$ cat src/rtl/pts_pkg.sv
package pts_pkg;
  typedef struct packed {
    logic load;
    logic shift;
  } pts_strobe_t;
endpackage

$ cat src/rtl/pts_sync.sv
module pts_sync #(
  parameter int W = 1,
  parameter int STAGES = 2,
  parameter logic [W-1:0] RST_VAL = '0
) (
  input  logic         clk,
  input  logic         rst,
  input  logic [W-1:0] din,
  output logic [W-1:0] dout
);
  logic [W-1:0] chain [STAGES];

  generate
    for (genvar s = 0; s < STAGES; s++) begin : g_stage
      if (s == 0) begin : g_first
        always_ff @(posedge clk) begin
          if (rst) chain[s] <= RST_VAL;
          else     chain[s] <= din;
        end
      end else begin : g_next
        always_ff @(posedge clk) begin
          if (rst) chain[s] <= RST_VAL;
          else     chain[s] <= chain[s-1];
        end
      end
    end
  endgenerate

  assign dout = chain[STAGES-1];
endmodule

$ cat src/rtl/pts_ctrl.sv
module pts_ctrl
  import pts_pkg::*;
#(
  parameter int SYNC_STAGES = 2
) (
  input  logic        clk,
  input  logic        rst,
  input  logic        loadN,
  input  logic        clkA,
  input  logic        clkB,
  output pts_strobe_t strb
);
  logic [2:0] pinsS;
  logic loadS, clkAS, clkBS;
  logic orNow, orPrev, loadPrev;
  logic risingEdge, recovering;

  pts_sync #(.W(3), .STAGES(SYNC_STAGES), .RST_VAL(3'b100)) syncCtrl_i (
    .clk(clk), .rst(rst), .din({loadN, clkA, clkB}), .dout(pinsS)
  );

  assign loadS = pinsS[2];
  assign clkAS = pinsS[1];
  assign clkBS = pinsS[0];
  assign orNow = clkAS | clkBS;

  always_ff @(posedge clk) begin
    if (rst) begin
      orPrev   <= 1'b0;
      loadPrev <= 1'b1;
    end else begin
      orPrev   <= orNow;
      loadPrev <= loadS;
    end
  end

  assign risingEdge  = orNow & ~orPrev;
  assign recovering  = loadS & ~loadPrev;
  assign strb.load   = ~loadS;
  assign strb.shift  = loadS & ~recovering & risingEdge;

  AST_LOAD_BLOCKS_SHIFT: assert property (@(posedge clk) disable iff (rst)
    !loadS |-> !strb.shift);
  AST_RECOVERY_NO_SHIFT: assert property (@(posedge clk) disable iff (rst)
    $rose(loadS) |-> !strb.shift);
  AST_HIGH_OR_BLOCKS: assert property (@(posedge clk) disable iff (rst)
    ($past(clkAS) || $past(clkBS)) |-> !strb.shift);
endmodule

$ cat src/rtl/pts_datapath.sv
module pts_datapath
  import pts_pkg::*;
#(
  parameter int WIDTH = 8,
  parameter int SYNC_STAGES = 2
) (
  input  logic             clk,
  input  logic             rst,
  input  pts_strobe_t      strb,
  input  logic             serialIn,
  input  logic [WIDTH-1:0] parIn,
  output logic             lastBit
);
  localparam int TOP = WIDTH - 1;
  logic [WIDTH:0]   dataS;
  logic [WIDTH-1:0] parS;
  logic             serS;
  logic [WIDTH-1:0] stage;

  pts_sync #(.W(WIDTH+1), .STAGES(SYNC_STAGES), .RST_VAL('0)) syncData_i (
    .clk(clk), .rst(rst), .din({serialIn, parIn}), .dout(dataS)
  );

  assign serS = dataS[WIDTH];
  assign parS = dataS[WIDTH-1:0];

  always_ff @(posedge clk) begin
    if (rst)             stage <= '0;
    else if (strb.load)  stage <= parS;
    else if (strb.shift) stage <= {stage[TOP-1:0], serS};
  end

  assign lastBit = stage[TOP];

  AST_LOAD_COPIES: assert property (@(posedge clk) disable iff (rst)
    strb.load |=> stage == $past(parS));
  AST_SHIFT_MOVES: assert property (@(posedge clk) disable iff (rst)
    (strb.shift && !strb.load) |=>
      (stage[TOP:1] == $past(stage[TOP-1:0]) && stage[0] == $past(serS)));
  AST_IDLE_HOLDS: assert property (@(posedge clk) disable iff (rst)
    (!strb.shift && !strb.load) |=> $stable(stage));
endmodule

$ cat src/rtl/par_to_ser_shifter.sv
module par_to_ser_shifter
  import pts_pkg::*;
#(
  parameter int WIDTH = 8,
  parameter int SYNC_STAGES = 2
) (
  input  logic             clk,
  input  logic             rst,
  input  logic             loadN,
  input  logic             clkA,
  input  logic             clkB,
  input  logic             serialIn,
  input  logic [WIDTH-1:0] parIn,
  output logic             serOut,
  output logic             serOutN
);
  pts_strobe_t strb;
  logic lastBit;

  pts_ctrl #(.SYNC_STAGES(SYNC_STAGES)) ctrl_i (
    .clk(clk), .rst(rst), .loadN(loadN), .clkA(clkA), .clkB(clkB), .strb(strb)
  );

  pts_datapath #(.WIDTH(WIDTH), .SYNC_STAGES(SYNC_STAGES)) dp_i (
    .clk(clk), .rst(rst), .strb(strb), .serialIn(serialIn),
    .parIn(parIn), .lastBit(lastBit)
  );

  assign serOut  = lastBit;
  assign serOutN = ~lastBit;

  AST_RESET_CLEARS: assert property (@(posedge clk)
    rst |=> (serOut == 1'b0 && serOutN == 1'b1));
endmodule

$ cat config.mk
export PLATFORM = sky130hd
export DESIGN_NAME = par_to_ser_shifter
export DESIGN_NICKNAME = d
export VERILOG_FILES = /design/src/rtl/pts_pkg.sv /design/src/rtl/pts_sync.sv /design/src/rtl/pts_ctrl.sv /design/src/rtl/pts_datapath.sv /design/src/rtl/par_to_ser_shifter.sv
export SDC_FILE = /design/constraint.sdc
export NUM_CORES = 1
export LEC_CHECK = 0
export CORE_ASPECT_RATIO = 1.1
export CORE_MARGIN = 5
export CORE_UTILIZATION = 40
export CTS_CLUSTER_SIZE = 25
export DETAILED_ROUTE_END_ITERATION = 8
export DONT_BUFFER_PORTS = 1
export GPL_ROUTABILITY_DRIVEN = 0
export HOLD_SLACK_MARGIN = 0.06
export PLACE_DENSITY = 0.66
export RECOVER_POWER = 100
export SYNTH_ARGS = -nofsm -noshare
export SYNTH_HDL_FRONTEND = slang
export SYNTH_HIERARCHICAL = 1
export SYNTH_SLANG_ARGS = --single-unit
export TNS_END_PERCENT = 1
$ cat constraint.sdc
create_clock -name clk -period 2.05 [get_ports clk]
set_input_delay 0.41 -clock clk [delete_from_list [all_inputs] [get_ports clk]]
set_output_delay 0.41 -clock clk [all_outputs]
set_load 0.01 [all_outputs]
==> flow_summary.yaml, run 1 <==
run_status:
  status: "finished clean"
synth:
  synth_top_area_share_pct: 62.4
  synth.most_common_cell: "dfxtp_1"
  yosysSeqAreaShare_pct: 62.4
  synthesis.area_mm2: 0.00109
  ys_warn_count: 6
  async_reset_ff_share_pct: 0
  synth_largest_area_cell: "dfxtp_1"
  synthTopCellsByArea: "dfxtp_1 62%, nor2b_1 13%, mux2i_1 7.3%"
  synth_flop_cell: "dfxtp_1"
  syn_area_per_cell_um2: 11.7
  synth_seq_cells: 34
  synth_cell_types: 14
  synth-edff-count: 0
  synth.net_count: 107
  synth_cells: 93
  synthTopCellsByCount: "34 x dfxtp_1, 23 x nor2b_1, 8 x a211oi_1, 8 x mux2i_1, 7 x and2b_1"
worst_setup_path:
  slowest_delay_ns: 0.41
  crit_path_end_kind: "output pin"
  crit_end: "serOutN"
  cp_slowest_cell: "dfxtp_1"
  crit_buf_inv: 1
  cp_data_arrival_time_ns: 0.83
  crit_path_start: "dp_i/stage[7]$_SDFFE_PP0P_"
  worstPathRequired_ns: 1.64
  r2r-end: "dp_i/stage[3]$_SDFFE_PP0P_"
  startpoint_type: "register"
  r2r-start: "ctrl_i/syncCtrl_i/chain[1][2]$_SDFF_PP1_"
  cp_top_family: "flip-flops"
  reg2reg_setup_slack_ns: 0.86
  crit_chain: "inv_1"
  crit_fanout: 3
  crit_type: "register to output pin"
  r2r_cells: 5
  crit_cells: 1
clocking:
  tritoncts: "done"
  cts_resized: 0
  clk_path_buf_depth: 2
  cts_setup_buffers: 0
  cts.clk_slew.worst_paths_ns: 0.09
  ctsRootBufferMaster: "clkbuf_4"
  hold_buffers: 0
  htreeDepth: 2
  cts_buffers: 5
  cts.sinks: 34
  clk_latency_ns: 0.32
sta:
  finalCritPeriodShare_pct: 60.5
  fin_setup_tns_ns: 0
  fmaxAchievable_mhz: 806
  setup_viol: 0
  fin_crit_ns: 1.24
  max_slew_margin_pct: 86.8
  grt_setup_unrepaired: "false"
  worstMarginPinSlew_ns: 0.197
  slew_violations: 0
  hold_viol: 0
  worst_clock_skew_ns: 0.00623
detailed_routing:
  drt-total-wl_um: 1330
  drt-initial-drc-count: 6
  antenna_left: 0
  routedWlPerCell_um: 10.2
  firstDrtPassIters: 2
  vias_per_cell: 4.51
  vias: 586
  drc: 0
layout:
  multi_input_area_um2: 372
  post-route-util_pct: 45.6
  final_area_mm2: 0.00117
  fin_nets: 112
  area_delta_synth_final_pct: 7.22
  fillCellCount: 251
  final-seq-area_um2: 681
  drive_above_1_share_pct: 9.09
  n_antenna_cell: 0
floorplan:
  io_pins: 16
  die_area_mm2: 0.00387
  die_h_um: 64.8
  die_w_um: 59.8
  fp-row-count: 19
  core_mm2: 0.00257
  start_util_pct: 42.5
global_route:
  grt_max_degree: 35
  antenna_found_initial: 0
  grt_pass1_wl_um: 2500
  overflow: 0
  grt_pass1_vias: 593
  grt.total_usage_pct: 9.00
placed_design:
  port_buffers: 0
  hpwl_um: 905
  dpl-instance-area_mm2: 0.00111
flow_run:
  cap_violations: 0
power_and_ir_drop:
  leakage_nw: 0.472
  vdd_drop_max_v: 0.000587
  p_per_area_mw_per_mm2: 954
hold_path:
  hold_path.class: "input pin to register"
-- cells in the final DEF, fill, tap and decap left out --
master	n
inv_2	1
nor2_1	2
dfxtp_1	34
or2_1	3
clkbuf_1	1
nand2_1	1
a211oi_1	8
clkbuf_8	1
inv_1	2
clkinv_2	1
and2b_1	7
buf_4	1
mux2i_1	8
clkbuf_4	5
nor2b_1	23
nor3_1	1
-- kinds of logic (layout without fill, tap and decap cells) --
family                 count (synthesis)  count (layout)  share of synthesized area [%]
AO/OA/AOI/OAI                          8               8                           5.50
buffers and inverters                  6              12                           3.10
flip-flops                            34              34                           62.4
multiplexers                           8               8                           7.34
AND/OR/NAND/NOR                       37              37                           21.7
-- routing by layer --
layer	GRT usage, %	vias up	part of all wire, %
li1	-	310	-
met1	8.22	256	40
met2	14.2	14	50
met3	4.96	6	5.9
met4	7.48	0	4.2
met5	0	-	0
-- state kept, by name, summed over array words and instances, names as in the netlist --
signal,count
ctrl_i/loadPrev,1
dp_i/syncData_i/chain,18
dp_i/stage,8
ctrl_i/syncCtrl_i/chain,6
ctrl_i/orPrev,1
-- cell type report --
class / instances / share of cell area, %
clock buffer: 7 / 4.71
clock inverter: 1 / 0.428
inverter: 3 / 0.963
multi-input combinational: 53 / 31.8
sequential: 34 / 58.2
tap: 31 / 3.32
timing repair buffer: 1 / 0.642
-- worst min path at each step --
| stage | start | endpoint | slack (ns) | cells past startpoint |
|---|---|---|---|---|
| 3_5_place_dp | ctrl_i/syncCtrl_i/chain[0][2]$_SDFF_PP1_ | ctrl_i/syncCtrl_i/chain[1][2]$_SDFF_PP1_ | 0.39 | 1 |
| 6_report | rst | ctrl_i/syncCtrl_i/chain[1][1]$_SDFF_PP0_ | 0.15 | 1 |
| 5_1_grt | rst | dp_i/syncData_i/chain[1][2]$_SDFF_PP0_ | 0.11 | 1 |
| 2_1_floorplan | ctrl_i/syncCtrl_i/chain[0][2]$_SDFF_PP1_ | ctrl_i/syncCtrl_i/chain[1][2]$_SDFF_PP1_ | 0.38 | 1 |
| 4_1_cts | rst | dp_i/syncData_i/chain[0][6]$_SDFF_PP0_ | 0.12 | 1 |
| 3_3_place_gp | ctrl_i/syncCtrl_i/chain[0][2]$_SDFF_PP1_ | ctrl_i/syncCtrl_i/chain[1][2]$_SDFF_PP1_ | 0.39 | 1 |
-- stage by stage --
step	setup WS, ns	total power (W)	cells	hold slack, ns
floorplan	1.02	0.000769	93	0.383
global placement	0.926	0.000768	122	0.393
detailed placement	0.856	0.000771	122	0.393
CTS	0.780	0.00114	130	0.123
global route	0.676	0.00118	130	0.110
finish	0.810	0.00112	130	0.147
-- where the power goes --
group	internal, W	switching (W)	leakage, nW	total [W]
combinational	0.0000302	0.0000208	0.157	0.0000511
clock	0.000166	0.000196	0.0353	0.000362
sequential	0.000692	0.00000998	0.280	0.000702
Note: power is estimated with default switching activity, not from simulation.
==> inputs of run 2 (changes only) <==
ABC_AREA = 1   (was not set)
clock period = 1.23 ns   (was 2.05 ns; I/O delays follow)
==> run 2 against run 1 <==
  * Critical path depth grew 2
  * Register-to-register slack lost 0.76 ns
  * Synthesized cell count grew 59%
  * Synthesized area grew 7.8%
  * Cell area grew 19%
  * Clock power grew 70%
  * Worst hold slack lost 0.0048 ns
  * Cell count grew 55%
  * Clock skew shrank 0.00050 ns
  * Non-clock buffer count grew 15
  * Sequential share of layout area shrank 9.1 points
  * Sequential power grew 65%
  * Critical endpoint is now ctrl_i/orPrev$_SDFF_PP0_
  * Largest power group unchanged
  * Highest routed layer unchanged
==> flow_summary.yaml, run 2 <==
placed_design:
  dp_cells: 178
  port_buffers: 0
  dpl-instance-area_mm2: 0.00118
  hpwl_um: 1040
synth:
  synth.most_common_cell: "inv_1"
  synthesis.area_mm2: 0.00118
  synth_seq_cells: 34
  syn_area_per_cell_um2: 7.95
  synthTopCellsByCount: "36 x inv_1, 34 x dfxtp_1, 30 x nand2_1, 25 x nor2_1, 13 x nand3_1"
  ys_warn_count: 6
  synthTopCellsByArea: "dfxtp_1 58%, inv_1 11%, nand2_1 9.6%"
  synth.net_count: 162
  synth_flop_cell: "dfxtp_1"
  synth_cell_types: 12
  synth_cells: 148
  synth_top_area_share_pct: 57.9
  async_reset_ff_share_pct: 0
  synth-edff-count: 0
  synth_largest_area_cell: "dfxtp_1"
  yosysSeqAreaShare_pct: 57.9
worst_setup_path:
  startpoint_type: "register"
  cp_data_arrival_time_ns: 1.36
  cpMostUsedCell: "nor2_1"
  crit_type: "register to register"
  cp_slowest_cell: "dlygate4sd3_1"
  worstPathRequired_ns: 1.45
  crit_chain: "nor2_1 > nor2_1 > dlygate4sd3_1"
  crit_path_end_kind: "register"
  slowest_delay_ns: 0.55
  crit_fanout: 2
detailed_routing:
  vias_per_cell: 4.13
  vias: 830
  drt-total-wl_um: 1730
  antenna_left: 0
  drc: 0
  routedWlPerCell_um: 8.59
  firstDrtPassIters: 4
  drt-initial-drc-count: 11
layout:
  final_area_mm2: 0.00139
  area_delta_synth_final_pct: 18.1
  drive_above_1_share_pct: 6.55
  stdcell_count: 201
  post-route-util_pct: 49.6
  reg_top3: "dp_i/syncData_i/chain (18), dp_i/stage (8), ctrl_i/syncCtrl_i/chain (6)"
  final_common_cell: "inv_1"
  largest_reg_flops: 18
  fin_nets: 181
  layout_common_cells: "36 x inv_1, 33 x dfxtp_1, 30 x nand2_1"
  n_antenna_cell: 0
  largest_register: "dp_i/syncData_i/chain"
global_route:
  grt_max_degree: 24
  overflow: 0
  grt_pass1_wl_um: 3190
  grt_pass1_vias: 798
  grt.total_usage_pct: 10.9
  antenna_found_initial: 0
clocking:
  cts.clk_slew.worst_paths_ns: 0.10
  cts_buffers: 5
  tritoncts: "done"
  ctsRootBufferMaster: "clkbuf_4"
  clk_latency_ns: 0.33
  clk_path_buf_depth: 2
  cts.sinks: 34
  htreeDepth: 2
  cts_setup_buffers: 0
run_status:
  status: "finished clean"
power_and_ir_drop:
  leakage_nw: 0.712
  power_w: 0.00191
  p_per_area_mw_per_mm2: 1380
  vdd_drop_max_v: 0.000869
hold_path:
  hold_path.class: "input pin to register"
sta:
  finalCritPeriodShare_pct: 92.2
  fin_crit_ns: 1.13
  worstMarginPinSlew_ns: 0.887
  hold_viol: 0
  max_slew_margin_pct: 40.8
  slew_violations: 0
  worst_clock_skew_ns: 0.00573
  grt_setup_unrepaired: "true"
  fmaxAchievable_mhz: 882
  setup_viol: 0
floorplan:
  fp-row-count: 20
  core_mm2: 0.00280
  io_pins: 16
  die_area_mm2: 0.00413
  start_util_pct: 42.0
  die_w_um: 61.7
  die_h_um: 66.9
flow_run:
  cap_violations: 0
==> run 2: cell types whose count changed after synthesis, sizes merged, moves of 2 or more <==
cell	before	now
nand3	0	13
nor2	2	26
a21oi	0	2
and2b	7	0
or2	3	1
nand2	1	30
inv	3	38
a211oi	8	0
nor2b	23	0
mux2i	8	0
==> run 2: cell type report <==
| type | instances | area, µm² |
|---|---|---|
| Inverter | 38 | 143 |
| Fill cell | 269 | 1410 |
| Multi-Input combinational cell | 72 | 308 |
| Timing Repair Buffer | 16 | 155 |
| Clock inverter | 1 | 5.00 |
| Clock buffer | 7 | 55.1 |
| Tap cell | 33 | 41.3 |
| Sequential cell | 34 | 682 |
==> run 2: metal layers <==
layer / part of all wire [%] / vias up / track usage, %
met5: 0 / - / 0
met4: 2.5 / 0 / 5.57
met3: 5.6 / 5 / 5.81
met2: 49 / 20 / 17.9
met1: 43 / 347 / 10.7
li1: - / 458 / -
==> run 2: final timing paths <==
check | from | endpoint | slack [ns] | cells after the start
max | ctrl_i/syncCtrl_i/chain[1][0]$_SDFF_PP0_ | ctrl_i/orPrev$_SDFF_PP0_ | 0.1 | 3
min | rst | dp_i/stage[0]$_SDFFE_PP0P_ | 0.14 | 3
max reg2reg | ctrl_i/syncCtrl_i/chain[1][0]$_SDFF_PP0_ | ctrl_i/orPrev$_SDFF_PP0_ | 0.1 | 3
min reg2reg | dp_i/syncData_i/chain[0][1]$_SDFF_PP0_ | dp_i/syncData_i/chain[1][1]$_SDFF_PP0_ | 0.41 | 2
==> run 2: stage by stage <==
step	worst slack, ns	hold slack (ns)	TNS [ns]
after CTS	0.0250	0.127	0
after detailed placement	0.115	0.320	0
after global placement	0.141	0.318	0
after global routing	-0.0209	0.113	-0.0209
final	0.0958	0.142	0
after floorplan	0.259	0.315	0
==> run 2: logic make-up after synthesis <==
logic type | Yosys count | synth area share [%]
buffers and inverters | 42 | 16.0
and+or+nand+nor | 70 | 25.3
DFF | 34 | 57.9
AOI/OAI and AO/OA | 2 | 0.851
==> run 2: where the power goes <==
group          internal [W]  switching [W]
combinational     0.0000639      0.0000704
sequential          0.00115      0.0000141
clock              0.000277       0.000340
total               0.00149       0.000424
==> run 2: worst max-delay path: cells and delay by family, from the launching register on <==
family / cells / cell delay [ns]
flip-flops: 1 / 0.31
buffers and inverters: 1 / 0.55
AND/OR/NAND/NOR: 2 / 0.17
==> run 2: what timing repair did <==
| action | 4_1_cts | 5_1_grt |
|---|---|---|
| resized for setup | 0 | 3 |
| hold endpoints to repair | 28 | 0 |
| hold buffers | 15 | 0 |
| setup endpoints to repair | 0 | 23 |
